$ cat config.mk
export PLATFORM = sky130hd
export DESIGN_NAME = smb_cfg_slave
export DESIGN_NICKNAME = d
export VERILOG_FILES = /design/src/rtl/smb_cfg_pkg.sv /design/src/rtl/smb_pin_sync.sv /design/src/rtl/smb_reg_bank.sv /design/src/rtl/smb_link.sv /design/src/rtl/smb_cfg_slave.sv
export SDC_FILE = /design/constraint.sdc
export NUM_CORES = 1
export LEC_CHECK = 0
export ABC_AREA = 1
export BUFFER_PORTS_ARGS = -buffer_cell sky130_fd_sc_hd__buf_2
export CAP_MARGIN = 20
export CORE_ASPECT_RATIO = 2
export CORE_MARGIN = 5
export CORE_UTILIZATION = 59
export DETAILED_ROUTE_END_ITERATION = 10
export PLACE_DENSITY = 0.8
export SLEW_MARGIN = 20
export SYNTH_ARGS = -nofsm -noshare
export SYNTH_HDL_FRONTEND = slang
export SYNTH_SLANG_ARGS = --single-unit
$ cat constraint.sdc
create_clock -name clk -period 1.9 [get_ports clk]
set_clock_uncertainty 0.15 [all_clocks]
set_input_delay 0.19 -clock clk [delete_from_list [all_inputs] [get_ports clk]]
set_output_delay 0.19 -clock clk [all_outputs]
set_load 0.02 [all_outputs]
$ cat src/rtl/smb_cfg_pkg.sv
// Shared types and reset values for the two-wire configuration slave.
// Assumes 8-bit registers; the reset table is computed, not stored.
package smb_cfg_pkg;

    localparam int BYTE_W = 8;

    typedef enum logic [2:0] {
        ST_IDLE,   // not addressed: wait for start
        ST_RX,     // shifting in a byte from the host
        ST_HOLD,   // waiting for SCL fall that begins the next byte
        ST_TX,     // shifting a byte out to the host
        ST_MACK    // host acknowledge slot after a sent byte
    } link_state_t;

    typedef enum logic [1:0] {
        RL_ADDR,
        RL_CMD,
        RL_CNT,
        RL_DATA
    } rx_role_t;

    // Reset value of register idx.
    function automatic logic [BYTE_W-1:0] reg_default(input int idx);
        case (idx)
            0:       return 8'h04;
            1:       return 8'h0F;
            2:       return 8'hFF;
            default: return 8'h00;
        endcase
    endfunction

endpackage

$ cat src/rtl/smb_pin_sync.sv
// Synchronises the bus lines into clk and flags SCL edges and the start
// and stop conditions. Assumes each line change is held for several clk
// cycles, so SCL and SDA changes keep their order after the same delay.
module smb_pin_sync #(
    parameter int SYNC_STAGES = 2
) (
    input  logic clk,
    input  logic rst_n,
    input  logic scl_i,
    input  logic sda_i,
    output logic scl_s,
    output logic sda_s,
    output logic scl_rise,
    output logic scl_fall,
    output logic start_det,
    output logic stop_det
);
    logic [SYNC_STAGES-1:0] scl_q, sda_q;
    logic                   scl_d, sda_d;

    // Synchroniser chains plus one delayed copy for edge detection.
    always_ff @(posedge clk) begin
        if (!rst_n) begin
            scl_q <= '1;
            sda_q <= '1;
            scl_d <= 1'b1;
            sda_d <= 1'b1;
        end else begin
            scl_q <= {scl_q[SYNC_STAGES-2:0], scl_i};
            sda_q <= {sda_q[SYNC_STAGES-2:0], sda_i};
            scl_d <= scl_q[SYNC_STAGES-1];
            sda_d <= sda_q[SYNC_STAGES-1];
        end
    end

    // Edge and condition decode on the synchronised lines.
    always_comb begin
        scl_s     = scl_q[SYNC_STAGES-1];
        sda_s     = sda_q[SYNC_STAGES-1];
        scl_rise  = scl_s & ~scl_d;
        scl_fall  = ~scl_s & scl_d;
        start_det = scl_s & scl_d & sda_d & ~sda_s;
        stop_det  = scl_s & scl_d & ~sda_d & sda_s;
    end

endmodule

$ cat src/rtl/smb_reg_bank.sv
// Bank of NREG byte registers with one write port and one read port.
// Addresses at or above NREG: writes dropped, reads give zero.
module smb_reg_bank
    import smb_cfg_pkg::*;
#(
    parameter int NREG = 8,
    parameter int PW   = 8
) (
    input  logic                 clk,
    input  logic                 rst_n,
    input  logic                 wr_en,
    input  logic [PW-1:0]        wr_addr,
    input  logic [BYTE_W-1:0]    wr_data,
    input  logic [PW-1:0]        rd_addr,
    output logic [BYTE_W-1:0]    rd_data,
    output logic [NREG*BYTE_W-1:0] regs_o
);
    localparam int IW = (NREG > 1) ? $clog2(NREG) : 1;
    localparam logic [PW-1:0] LIMIT = PW'(NREG);

    logic [BYTE_W-1:0] mem [NREG];

    generate
        for (genvar g = 0; g < NREG; g++) begin : g_reg
            // One register: reset to its table value, load on addressed write.
            always_ff @(posedge clk) begin
                if (!rst_n)
                    mem[g] <= reg_default(g);
                else if (wr_en && wr_addr == PW'(g))
                    mem[g] <= wr_data;
            end
            assign regs_o[g*BYTE_W +: BYTE_W] = mem[g];
        end
    endgenerate

    // Read mux with zero for offsets beyond the bank.
    always_comb begin
        rd_data = '0;
        if (rd_addr < LIMIT)
            rd_data = mem[rd_addr[IW-1:0]];
    end

endmodule

$ cat src/rtl/smb_link.sv
// Byte-level protocol engine: address filter, command decode, pointer
// handling, acknowledge generation and read shifting. Assumes the bus
// lines arrive synchronised with single-cycle edge and condition flags.
module smb_link
    import smb_cfg_pkg::*;
#(
    parameter logic [6:0] SLAVE_ADDR = 7'h52,
    parameter int         NREG       = 8,
    parameter int         PW         = 8
) (
    input  logic              clk,
    input  logic              rst_n,
    input  logic              sda_s,
    input  logic              scl_rise,
    input  logic              scl_fall,
    input  logic              start_det,
    input  logic              stop_det,
    input  logic [BYTE_W-1:0] rd_data,
    output logic [PW-1:0]     rd_addr,
    output logic              wr_en,
    output logic [PW-1:0]     wr_addr,
    output logic [BYTE_W-1:0] wr_data,
    output logic              sda_oe,
    output logic              idle_o
);
    link_state_t       state;
    rx_role_t          role;
    logic [3:0]        bit_cnt;
    logic [BYTE_W-1:0] shreg;
    logic              acking, txmode, blk, cnt_pend;
    logic [PW-1:0]     ptr;
    logic [BYTE_W-1:0] rx_byte, tx_byte;

    // Byte being completed and next byte to send.
    always_comb begin
        rx_byte = {shreg[BYTE_W-2:0], sda_s};
        tx_byte = cnt_pend ? BYTE_W'(NREG) : rd_data;
        rd_addr = ptr;
        idle_o  = (state == ST_IDLE);
    end

    // Protocol sequencer; every SDA drive change happens on an SCL fall.
    always_ff @(posedge clk) begin
        if (!rst_n) begin
            state    <= ST_IDLE;
            role     <= RL_ADDR;
            bit_cnt  <= '0;
            shreg    <= '0;
            acking   <= 1'b0;
            txmode   <= 1'b0;
            blk      <= 1'b0;
            cnt_pend <= 1'b0;
            ptr      <= '0;
            sda_oe   <= 1'b0;
            wr_en    <= 1'b0;
            wr_addr  <= '0;
            wr_data  <= '0;
        end else begin
            wr_en <= 1'b0;
            if (stop_det) begin
                state  <= ST_IDLE;
                sda_oe <= 1'b0;
            end else if (start_det) begin
                state   <= ST_RX;
                role    <= RL_ADDR;
                bit_cnt <= '0;
                txmode  <= 1'b0;
                sda_oe  <= 1'b0;
            end else begin
                case (state)
                    ST_RX: begin
                        if (scl_rise) begin
                            shreg   <= rx_byte;
                            bit_cnt <= bit_cnt + 4'd1;
                            if (bit_cnt == 4'd7) begin
                                acking <= 1'b1;
                                case (role)
                                    RL_ADDR: begin
                                        if (rx_byte[7:1] == SLAVE_ADDR) begin
                                            txmode   <= rx_byte[0];
                                            cnt_pend <= rx_byte[0] & blk;
                                            role     <= RL_CMD;
                                        end else begin
                                            acking <= 1'b0;
                                        end
                                    end
                                    RL_CMD: begin
                                        blk  <= ~rx_byte[7];
                                        ptr  <= rx_byte[7] ? PW'(rx_byte[6:0]) : '0;
                                        role <= rx_byte[7] ? RL_DATA : RL_CNT;
                                    end
                                    RL_CNT: role <= RL_DATA;
                                    default: begin
                                        wr_en   <= 1'b1;
                                        wr_addr <= ptr;
                                        wr_data <= rx_byte;
                                        ptr     <= ptr + 1'b1;
                                    end
                                endcase
                            end
                        end else if (scl_fall && bit_cnt == 4'd8) begin
                            if (acking) begin
                                sda_oe <= 1'b1;
                                state  <= ST_HOLD;
                            end else begin
                                state <= ST_IDLE;
                            end
                        end
                    end
                    ST_HOLD: begin
                        if (scl_fall) begin
                            bit_cnt <= '0;
                            if (txmode) begin
                                shreg  <= tx_byte;
                                sda_oe <= ~tx_byte[7];
                                state  <= ST_TX;
                                if (cnt_pend) cnt_pend <= 1'b0;
                                else          ptr      <= ptr + 1'b1;
                            end else begin
                                sda_oe <= 1'b0;
                                state  <= ST_RX;
                            end
                        end
                    end
                    ST_TX: begin
                        if (scl_fall) begin
                            if (bit_cnt == 4'd7) begin
                                sda_oe <= 1'b0;
                                state  <= ST_MACK;
                            end else begin
                                shreg   <= {shreg[BYTE_W-2:0], 1'b0};
                                sda_oe  <= ~shreg[BYTE_W-2];
                                bit_cnt <= bit_cnt + 4'd1;
                            end
                        end
                    end
                    ST_MACK: begin
                        if (scl_rise)
                            state <= sda_s ? ST_IDLE : ST_HOLD;
                    end
                    default: ;
                endcase
            end
        end
    end

endmodule

$ cat src/rtl/smb_cfg_slave.sv
// Top of the two-wire configuration register slave. Assumes clk is at
// least about eight times faster than SCL; the pad drives SDA low while
// sda_oe is 1.
module smb_cfg_slave
    import smb_cfg_pkg::*;
#(
    parameter logic [6:0] SLAVE_ADDR  = 7'h52,
    parameter int         NREG        = 8,
    parameter int         SYNC_STAGES = 2
) (
    input  logic                   clk,
    input  logic                   rst_n,
    input  logic                   scl_i,
    input  logic                   sda_i,
    output logic                   sda_oe,
    output logic [NREG*BYTE_W-1:0] regs_o
);
    localparam int PW = 8;

    logic scl_s, sda_s, scl_rise, scl_fall, start_det, stop_det;
    logic              wr_en, link_idle;
    logic [PW-1:0]     wr_addr, rd_addr;
    logic [BYTE_W-1:0] wr_data, rd_data;

    smb_pin_sync #(.SYNC_STAGES(SYNC_STAGES)) u_sync (
        .clk(clk), .rst_n(rst_n), .scl_i(scl_i), .sda_i(sda_i),
        .scl_s(scl_s), .sda_s(sda_s), .scl_rise(scl_rise), .scl_fall(scl_fall),
        .start_det(start_det), .stop_det(stop_det)
    );

    smb_link #(.SLAVE_ADDR(SLAVE_ADDR), .NREG(NREG), .PW(PW)) u_link (
        .clk(clk), .rst_n(rst_n), .sda_s(sda_s), .scl_rise(scl_rise),
        .scl_fall(scl_fall), .start_det(start_det), .stop_det(stop_det),
        .rd_data(rd_data), .rd_addr(rd_addr), .wr_en(wr_en),
        .wr_addr(wr_addr), .wr_data(wr_data), .sda_oe(sda_oe), .idle_o(link_idle)
    );

    smb_reg_bank #(.NREG(NREG), .PW(PW)) u_bank (
        .clk(clk), .rst_n(rst_n), .wr_en(wr_en), .wr_addr(wr_addr),
        .wr_data(wr_data), .rd_addr(rd_addr), .rd_data(rd_data), .regs_o(regs_o)
    );

endmodule

# Word-level counts from Yosys, hierarchy flattened
# Memories as Yosys holds them, arrays and structs flattened. A register that Yosys moved wholly into a read port is not among the register bits.
# Cells that the tools add are included.
[op_classes]
n_addsub = 2
multipliers = 0
div = 0
order_cmp = 1
n_eq_ne = 40
shift = 0
n_mux = 99
bitwise_logic = 29
n_reduce_logical = 39
[ops]
columns = ["cell", "count"]
rows = [
  ["$mux 8", 15],
  ["$mux 1", 49],
  ["$mux 7", 6],
  ["$reduce_and 6->1", 6],
  ["$eq 8x3->1 const B", 4],
  ["$pmux 8 s2", 2],
  ["$mux 3", 8],
  ["$pmux 7 s3", 1],
  ["$mux 4", 5],
  ["$reduce_and 9->1", 2],
  ["$eq 8x2->1 const B", 2],
  ["$mux 2", 8],
  ["$ne 2x1->1 const B", 8],
  ["$ne 3x2->1 const B", 5],
  ["$ne 2x2->1 const B", 7],
  ["$reduce_and 7->1", 2],
  ["$not 1->1", 13],
  ["$ne 3x3->1 const B", 4],
  ["$pmux 3 s4", 1],
  ["$pmux 4 s3", 1],
  ["$reduce_bool 2->1", 6],
  ["$reduce_bool 4->1", 3],
  ["$logic_and 1x1->1", 9],
  ["$add 8x1->8 const B", 1],
  ["other kinds (25)", 42],
]
[word_totals]
regBits = 52
latch_bits = 0
ramBits = 64
mem_bits_ro = 0
input_bits = 4
wordCells = 229
memories = 1
[mem_list]
columns = ["name", "depth", "word_bits", "read_ports", "rd_ports_with_merged_regs", "wr", "line", "text"]
rows = [
  ["u_bank.mem", 8, 8, 9, 1, 8, "smb_reg_bank.sv:21", "logic [BYTE_W-1:0] mem [NREG];"],
]

# Logic depth before layout (Yosys ltp)
# Gate-level depths: netlist (run 1).
[logic_depth]
ltp_word = 8
depth_mapped = 11
depth_no_buf = 11

# By module
# From an unflattened synthesis (run 1), not the netlist that was laid out.
[unflattened]
hier_cells = 811
area_unflattened_um2 = 6094.6
[modules_own_cells]
columns = ["module", "instances", "cells_each", "area_per_inst_um2", "seq_area_each_um2"]
rows = [
  ["smb_reg_bank", 1, 382, 3220.6, 1921.8],
  ["smb_link", 1, 402, 2675.1, 920.9],
  ["smb_pin_sync", 1, 27, 198.9, 120.1],
]

# Least setup slack after synthesis (run 1)
# No wires, ideal clock.
[synth_path]
path_type = "register to register"
from = "reg u_link.bit_cnt[0]"
to = "reg u_link.wr_addr[0]"
setup_time_ns = 0.147
arrival_ns = 1.409
t_required_ns = 1.603
slack_ns = 0.195
stages_incl_launch_ff = 10
n_path_buf = 1
path_cell_list = "dfxtp_1 ha_1 nand2_1 nor2_1 nand2_1 nor2_4 nand2_4 buf_2 nor2_1 a211oi_2"
[synth_between]
elab_chain_len = 2
[synth_lines]
columns = ["item", "line", "text"]
rows = [
  ["from (decl)", "smb_link.sv:28", "logic [3:0] bit_cnt;"],
  ["from (signal assigned)", "smb_link.sv:74", "bit_cnt <= bit_cnt + 4'd1;"],
  ["from (signal assigned)", "smb_link.sv:133", "bit_cnt <= bit_cnt + 4'd1;"],
  ["$eq 4x3->1", "smb_link.sv:75", "if (bit_cnt == 4'd7) begin"],
  ["$reduce_and 6->1 (no source line)", "-", ""],
  ["to (signal assigned)", "smb_link.sv:95", "wr_addr <= ptr;"],
  ["to (decl)", "smb_link.sv:21", "output logic [PW-1:0] wr_addr,"],
]
# Every way passes these cells.
# A chain may end at the register's enable or synchronous reset.

==> impl_metrics.json, run 1 <==
{
  "clkSlewWorstSetupHoldPaths_ps": 50,
  "antenna_cells": 0,
  "powerDensity_nw_per_um2": 897,
  "max_slew_margin_pct": 67.4,
  "hold_ws_ps": 29.3,
  "dp.final_hpwl_um": 12300,
  "htreeDepth": 4,
  "synth_commonest_cells": "173 x nand2_1, 151 x nor2_1, 64 x edfxtp_1, 64 x nand3_1, 62 x inv_1",
  "grt_max_degree": 40,
  "hp-start": "rst_n",
  "area_delta_synth_final_pct": 20.9,
  "fmax_ghz": 0.551,
  "fin_ws_ps": 84.0,
  "synth_area_leaders": "edfxtp_1 32%, dfxtp_1 19%, nand2_1 11%",
  "pwr-share-comb_pct": 6.6,
  "die_y_um": 152,
  "core-area_um2": 10000,
  "yosysSeqAreaShare_pct": 50.9,
  "min_path_cells": 3,
  "hold_viol_final": 0,
  "place_area_um2": 6500,
  "grt_pass1_vias": 5429,
  "synth_area_leader_cell": "edfxtp_1",
  "cts-root-buf": "clkbuf_16",
  "hold_class": "primary input to flip-flop",
  "synth_top_area_share_pct": 32.4,
  "timing.rr.start": "u_sync.scl_d",
  "final_cell_area_um2": 7180,
  "multi_input_area_um2": 2580,
  "crit_top_cell": "nand2_1",
  "p_clk_share_pct": 49.7,
  "cts_tree": "done",
  "start_util_pct": 59.3,
  "reg2regPathDepth": 8,
  "setup_tns_ps": 0,
  "p_leak_nw": 2.95,
  "netlist_area_um2": 5940,
  "antenna_found_initial": 0,
  "synth.avg_cell_area_um2": 8.10,
  "worstPathArrival_ps": 2010,
  "worstSkewPairLatency_ps": 420,
  "worstPathMaxFanout": 8,
  "drc": 0,
  "ys_seq_elements": 119,
  "finalCriticalPeriod_ps": 1820,
  "drive_gt1_share_pct": 21.6,
  "seq_power_share_pct": 43.7,
  "grt_overflow_total": 0,
  "syn_nets": 744,
  "end_kind": "flip-flop",
  "cts_made_buffers": 17,
  "status": "finished, final reports clean",
  "ant_nets": 0,
  "setup_viol": 0,
  "irDropWorstVdd_mv": 0.695,
  "chipWidth_um": 81.0,
  "dp_slack_ps": -7.12,
  "critical_path_buf_inv_count": 1,
  "cp.required_ps": 2090,
  "synth_cell_type_count": 39,
  "place_congestion": 0.937,
  "worstSetupPathType": "flip-flop to flip-flop",
  "placementRows": 52,
  "reg2reg_slack_ps": 80,
  "grtUsageTotal_pct": 28.5,
  "fp.dieArea_um2": 12300,
  "cts_sinks": 119,
  "synth_edf_count": 64,
  "synth_warnings": 0,
  "wirelength_um": 17100,
  "critPathTopFamily": "simple AND/OR/NAND/NOR gates",
  "drv_cap": 0,
  "syn_inst": 733,
  "io_pins": 69,
  "max_stage_delay_ps": 380,
  "crit_chain": "inv_1, nor2_2, nand2_1, nand2_1, nand3_2, nor2_4, o21ai_0, nor2_1",
  "synth-main-ff-cell": "edfxtp_1",
  "p_sw_mw": 1.50,
  "first_iter_violations": 446,
  "nNetsFinal": 831,
  "internal-power_mw": 4.94,
  "swShare_pct": 23.3,
  "rsz0062_at_grt": "true",
  "seqCellArea_um2": 3030,
  "fillCellCount": 774,
  "routedWlPerCell_um": 17.7,
  "async_reset_ff_share_pct": 0,
  "synth.most_common_cell": "nand2_1",
  "slew_violations": 0,
  "vias": 5453,
  "min_to": "u_link.rd_addr[7]",
  "first_pass_iters": 6,
  "startpoint_type": "flip-flop",
  "viasPerCell": 5.63,
  "crit_path_top_delay_cell": "dfxtp_1",
  "numPortBuffers": 68,
  "dp_cells": 933,
  "grt_first_pass_wirelength_um": 26700,
  "clock_path_buffers": 2,
  "fin_crit_sh_pct": 95.6,
  "worst_pin_slew_ps": 486,
  "fin_cells": 968
}
## power groups by stage
stage	clock, mW	sequential (mW)	combinational (mW)
CTS	3.19	2.81	0.418
detailed placement	0	2.86	0.410
global placement	0	2.86	0.402
finish	3.20	2.81	0.427
floorplan	0	2.90	0.229
global route	3.33	2.82	0.463
## flip-flops by register name, summed over array words and instances (netlist names), named ones only
name and cells:
u_sync.scl_d 1, u_link.sda_oe 1, u_link.shreg 7, u_link.cnt_pend 1, u_link.acking 1, u_sync.scl_q 2, u_link.txmode 1, u_sync.sda_q 2
u_link.role 2, u_link.wr_addr 8, u_bank.mem 64, u_sync.sda_d 1, u_link.wr_data 8, u_link.bit_cnt 4, u_link.state 3, u_link.rd_addr 8
u_link.blk 1, u_link.wr_en 1
## layout make-up
class | count | share of cell area, %
Sequential cell | 119 | 42.2
Multi-Input combinational cell | 517 | 36.0
Timing Repair Buffer | 91 | 7.39
Clock buffer | 19 | 6.03
Inverter | 74 | 3.87
Tap cell | 135 | 2.35
Clock inverter | 13 | 2.18
## layer usage
layer | track usage (%) | share of wire, %
met3 | 5.51 | 5.6
met1 | 27.1 | 33
met5 | 0 | 0
met2 | 51.6 | 55
met4 | 20.2 | 6.6
## worst max path at each step
stage               slack (ps)                 to  depth (start not counted)               from
floorplan                  190  u_link.wr_addr[0]                          9  u_link.bit_cnt[0]
global placement            80  u_link.wr_addr[7]                          8  u_link.bit_cnt[0]
detailed placement          -7  u_link.wr_addr[3]                          8  u_link.bit_cnt[0]
CTS                        0.2  u_link.wr_addr[3]                          8  u_link.bit_cnt[0]
global route               -30          flip-flop                          9     u_link.role[1]
finish                      80          flip-flop                          8       u_sync.scl_d
## cell families (layout without fill, tap and decap cells)
logic type	count (synthesis)	count (layout)	synth area share (%)
AND/OR/NAND/NOR	430	430	31.5
flip-flops	119	119	50.9
AO/OA/AOI/OAI	77	77	9.12
adder cells (fa/ha/maj)	7	7	1.47
XOR/XNOR	3	3	0.442
buffers and inverters	97	197	6.59
## cell usage in the layout (no fill, tap or decap), types with 4 or more instances in the layout
| master | Yosys | final |
|---|---|---|
| o211ai_1 | 5 | 5 |
| nand2_1 | 173 | 171 |
| clkinv_1 | 8 | 10 |
| o21ai_0 | 24 | 23 |
| inv_2 | 4 | 4 |
| nor2_4 | 5 | 5 |
| nand3_1 | 64 | 64 |
| nand4_1 | 4 | 4 |
| buf_2 | 6 | 68 |
| inv_1 | 62 | 62 |
| nand2_2 | 6 | 7 |
| or2_2 | 5 | 5 |
| dfxtp_1 | 55 | 50 |
| a21oi_1 | 23 | 22 |
| ha_1 | 7 | 6 |
| clkbuf_16 | 0 | 17 |
| nor2_1 | 151 | 149 |
| dfxtp_2 | 0 | 5 |
| buf_4 | 1 | 20 |
| nor2_2 | 3 | 5 |
| edfxtp_1 | 64 | 64 |
| nor3_1 | 7 | 7 |
| a211oi_2 | 16 | 16 |
## what timing repair did
action | 4_1_cts | 5_1_grt
hold endpoints to repair | 2 | 0
pin swaps | 0 | 3
gates resized for setup | 1 | 17
buffers inserted | 0 | 1
hold buffers | 2 | 0
endpoints found under the setup margin | 14 | 101
## worst min-delay path, cell delays in order
cell and delay, ps:
buf_2 90, inv_1 130, a21oi_1 150
## stage by stage
stage / power, mW / utilization (%)
3_3_place_gp: 3.26 / 64.9
2_1_floorplan: 3.13 / -
6_report: 6.44 / 71.7
4_1_cts: 6.42 / 71.0
3_5_place_dp: 3.27 / 64.9
5_1_grt: 6.61 / 71.7
No activity file was read; power rests on OpenSTA's default activity.
==> run 2: changes to the inputs <==
Settings changed: CELL_PAD_IN_SITES_DETAIL_PLACEMENT set to 0, CELL_PAD_IN_SITES_GLOBAL_PLACEMENT set to 1, CORE_UTILIZATION 59 to 44, CTS_CLUSTER_DIAMETER set to 120, PLACE_DENSITY 0.8 to not set, PLACE_DENSITY_LB_ADDON set to 0.1.
==> impl_metrics.json, run 2 (synthesis results as in run 1) <==
{
  "pwr-share-comb_pct": 6.9,
  "drv_cap": 0,
  "fmax_ghz": 0.558,
  "final_cell_mix": "171 x nand2_1, 148 x nor2_1, 68 x buf_2",
  "grtUsageTotal_pct": 23.6,
  "wl_met2_um": 10900,
  "hold_viol_final": 0,
  "numPortBuffers": 68,
  "utilization_pct": 55.3,
  "reg2regPathDepth": 8,
  "cts_made_buffers": 17,
  "worstSkewPairLatency_ps": 420,
  "rsz0062_at_grt": "true",
  "slew_violations": 0,
  "grt_max_degree": 40,
  "clkSlewWorstSetupHoldPaths_ps": 60,
  "ant_nets": 0,
  "worst_pin_slew_ps": 498,
  "fillCellCount": 1271,
  "end_kind": "flip-flop",
  "area_delta_synth_final_pct": 24.3,
  "hold_class": "primary input to flip-flop",
  "cts_sinks": 119,
  "nNetsFinal": 846,
  "max_slew_margin_pct": 66.8,
  "vias": 5245,
  "worstSetupPathType": "flip-flop to flip-flop",
  "largest_register_ffs": 64,
  "grt_first_pass_wirelength_um": 28100,
  "regMostFlops": "u_bank.mem",
  "dp.final_hpwl_um": 14500,
  "status": "finished, final reports clean",
  "fp.dieArea_um2": 16100,
  "htreeDepth": 4,
  "finalCriticalPeriod_ps": 1790,
  "worstPathMaxFanout": 17,
  "p_sw_mw": 1.58,
  "first_pass_iters": 5,
  "antenna_found_initial": 0,
  "multi_input_area_um2": 2590,
  "place_congestion": 0.907,
  "top_layer": "met4",
  "antenna_cells": 0,
  "met1Wirelength_um": 5740,
  "fin_crit_sh_pct": 94.3,
  "p_clk_share_pct": 51.1,
  "grt_overflow_total": 0,
  "clock_path_buffers": 2,
  "seqCellArea_um2": 3030,
  "powerDensity_nw_per_um2": 904,
  "cp-startpoint": "u_link.state[1]",
  "io_pins": 69,
  "setup_viol": 0,
  "reg2reg_slack_ps": 110,
  "grt_pass1_vias": 5274,
  "fin_ws_ps": 109,
  "p_leak_nw": 3.04,
  "cts_tree": "done",
  "dp_slack_ps": 16.9,
  "chipWidth_um": 92.2,
  "die_y_um": 174,
  "irDropWorstVdd_mv": 0.627,
  "drc": 0,
  "swShare_pct": 23.6,
  "timing.rr.start": "u_link.state[1]",
  "cts-root-buf": "clkbuf_16",
  "final_common_cell": "nand2_1",
  "core-area_um2": 13400,
  "route.met3.wl_um": 586,
  "start_util_pct": 44.5,
  "hp-start": "rst_n",
  "wirelength_um": 18500,
  "placementRows": 60,
  "startpoint_type": "flip-flop",
  "worstPathArrival_ps": 1980,
  "viasPerCell": 5.23,
  "cp.required_ps": 2090,
  "routedWlPerCell_um": 18.5,
  "seq_power_share_pct": 42.0,
  "drive_gt1_share_pct": 23.1,
  "power_mw": 6.68,
  "first_iter_violations": 202,
  "internal-power_mw": 5.10
}
==> run 2: worst min path at each step <==
stage          cells past startpoint  slack (ps)                 to
5_1_grt                            3         110  u_link.rd_addr[6]
4_1_cts                            3          40  u_link.rd_addr[6]
3_3_place_gp                       2         230    u_sync.scl_q[0]
6_report                           3          50  u_link.rd_addr[6]
3_5_place_dp                       2         230    u_sync.sda_q[0]
2_1_floorplan                      1         150    u_sync.scl_q[0]
==> run 2: routing by layer <==
| metal | global-route usage, % | vias up |
|---|---|---|
| met4 | 17.1 | 0 |
| met3 | 3.51 | 55 |
| met1 | 20.0 | 2450 |
| met2 | 47.1 | 145 |
| li1 | - | 2595 |
| met5 | 0 | - |
==> run 2: through the flow <==
stage | instances | hold slack, ps | TNS [ps] | area, um2
detailed placement | 966 | 234 | 0 | 6650
finish | 1002 | 51.3 | 0 | 7380
floorplan | 733 | 147 | 0 | 5940
CTS | 999 | 43.4 | 0 | 7290
global route | 1002 | 111 | -88.3 | 7380
global placement | 966 | 230 | 0 | 6650
==> run 2: repair_timing <==
action	CTS	global route
setup buffers	0	2
setup endpoints to repair	0	41
endpoints found under the hold margin	2	0
hold buffers	2	0
gates resized for setup	0	15
==> run 2: power groups by stage <==
stage	Combinational, mW	Clock [mW]	Sequential, mW
after detailed placement	0.454	0	2.86
after global placement	0.450	0	2.86
after CTS	0.459	3.42	2.81
final	0.461	3.41	2.81
after floorplan	0.229	0	2.90
after global routing	0.501	3.56	2.81
==> run 2: critical path, cell delays in order, from the launching register on <==
cell	delay (ps)
dfxtp_1	440
inv_2	70
nor2_2	170
nand2_4	180
nand2_2	120
nand3_2	110
nor2_4	230
o21ai_0	100
nor2_1	130
==> run 2: area by class of cell <==
class | instances | area share (%)
Sequential cell | 119 | 41.0
Multi-Input combinational cell | 518 | 35.1
Timing Repair Buffer | 105 | 9.12
Clock buffer | 17 | 5.76
Inverter | 74 | 3.76
Clock inverter | 14 | 2.69
Tap cell | 155 | 2.63
==> run 3: changes to the inputs <==
Settings changed: BUFFER_PORTS_ARGS -buffer_cell sky130_fd_sc_hd__buf_2 to -buffer_cell sky130_fd_sc_hd__clkbuf_2.
==> impl_metrics.json, run 3 (synthesis results as in run 1) <==
{
  "drive_gt1_share_pct": 24.1,
  "first_pass_iters": 4,
  "fin_ws_ps": 71.6,
  "cts_sinks": 119,
  "cts_tree": "done",
  "worstSkewPairLatency_ps": 410,
  "cp.required_ps": 2070,
  "grt_max_degree": 40,
  "antenna_cells": 0,
  "p_leak_nw": 3.11,
  "die_y_um": 174,
  "hold_viol_final": 0,
  "cts_made_buffers": 17,
  "io_pins": 69,
  "fin_crit_sh_pct": 96.2,
  "numPortBuffers": 68,
  "first_iter_violations": 222,
  "fillCellCount": 1279,
  "viasPerCell": 5.26,
  "grt_first_pass_wirelength_um": 28400,
  "reg2regPathDepth": 9,
  "end_kind": "flip-flop",
  "startpoint_type": "flip-flop",
  "core-area_um2": 13400,
  "place_area_um2": 6690,
  "nNetsFinal": 860,
  "min_to": "u_sync.scl_d",
  "drv_cap": 0,
  "ant_nets": 0,
  "setup_viol": 0,
  "worstPathArrival_ps": 2000,
  "grt_pass1_vias": 5421,
  "hp-start": "rst_n",
  "fp.dieArea_um2": 16100,
  "irDropWorstVdd_mv": 0.643,
  "fmax_ghz": 0.547,
  "final_common_cell": "nand2_1",
  "timing.rr.start": "u_link.bit_cnt[1]",
  "area_delta_synth_final_pct": 25.8,
  "worstPathMaxFanout": 5,
  "antenna_found_initial": 0,
  "worst_pin_slew_ps": 495,
  "vias": 5353,
  "worstSetupPathType": "flip-flop to flip-flop",
  "rsz0062_at_grt": "false",
  "placementRows": 60,
  "finalCriticalPeriod_ps": 1830,
  "wirelength_um": 18700,
  "clock_path_buffers": 2,
  "r2r_end": "u_link.wr_data[7]",
  "final_cell_area_um2": 7480,
  "reg2reg_slack_ps": 70,
  "routedWlPerCell_um": 18.4,
  "dp_slack_ps": 16.4,
  "drc": 0,
  "clkSlewWorstSetupHoldPaths_ps": 50,
  "grtUsageTotal_pct": 23.6,
  "cts-root-buf": "clkbuf_16",
  "hold_class": "primary input to flip-flop",
  "final_cell_mix": "170 x nand2_1, 148 x nor2_1, 68 x clkbuf_2",
  "slew_violations": 0,
  "grt_overflow_total": 0,
  "min_path_cells": 3,
  "chipWidth_um": 92.2,
  "setup_tns_ps": 0,
  "htreeDepth": 4,
  "largest_register_ffs": 64,
  "max_slew_margin_pct": 66.8,
  "status": "finished, final reports clean",
  "dp.final_hpwl_um": 14500,
  "start_util_pct": 44.5,
  "powerDensity_nw_per_um2": 884,
  "regMostFlops": "u_bank.mem",
  "place_congestion": 0.929
}
## run 3: cell types whose count changed in the layout (fill, tap and decap cells not counted), moves of 2 or more
cell / before / now
buf_12: 4 / 2
buf_2: 68 / 0
buf_4: 31 / 46
clkbuf_1: 0 / 2
clkbuf_2: 0 / 68
clkinv_1: 8 / 11
inv_6: 3 / 1
## run 3: repair_timing
item                                   in CTS  in global routing
pin swaps                                   0                  8
setup endpoints to repair                   1                 28
buffers inserted                            0                  9
gates cloned                                0                  1
resized for setup                           1                 21
endpoints found under the hold margin       2                  0
hold buffers                                2                  0
## run 3: layer usage
metal	routed length (um)	global-route usage [%]
met5	0	0
met3	591	3.90
met1	5790	20.0
met2	11100	47.7
met4	1140	15.8
## run 3: cell type report
cell class / count / area, um2 / area share [%]
multi-input combinational: 518 / 2610 / 34.9
inverter: 74 / 278 / 3.72
clock buffer: 19 / 433 / 5.79
timing repair buffer: 119 / 757 / 10.1
sequential: 119 / 3030 / 40.5
clock inverter: 13 / 179 / 2.39
tap: 155 / 194 / 2.59
## run 3: metrics by stage
step	utilization (%)	power [mW]	instances	hold slack [ps]
floorplan	-	3.13	733	147
global placement	50.0	3.31	973	231
detailed placement	50.0	3.32	973	232
CTS	54.8	6.63	1007	65.4
global route	55.9	6.81	1017	90.8
finish	55.9	6.61	1017	80.3
## run 3: worst max path at each step
stage                 startpoint           endpoint  slack (ps)
2_1_floorplan  u_link.bit_cnt[0]  u_link.wr_addr[0]         190
3_3_place_gp      u_link.role[1]  u_link.rd_addr[5]          60
3_5_place_dp      u_link.role[1]  u_link.rd_addr[5]          20
4_1_cts        u_link.bit_cnt[1]  u_link.wr_data[7]          20
5_1_grt          u_link.state[0]     u_link.role[1]           8
6_report       u_link.bit_cnt[1]  u_link.wr_data[7]          70
## run 3: critical path, cell delays in order, from the launching register on
cell and delay [ps]:
dfxtp_2 350, ha_4 150, nand2_2 70, nor2_4 140, nand2_2 100, nor2_4 200
nand2_8 70, buf_6 140, buf_4 140, a211oi_2 220
## run 3: power by group
part | leakage, nW | total (mW) | switching, mW | internal (mW)
Sequential | 1.06 | 2.81 | 0.0437 | 2.76
Clock | 0.282 | 3.34 | 1.16 | 2.18
Combinational | 1.77 | 0.462 | 0.318 | 0.144
Total | 3.11 | 6.61 | 1.52 | 5.09
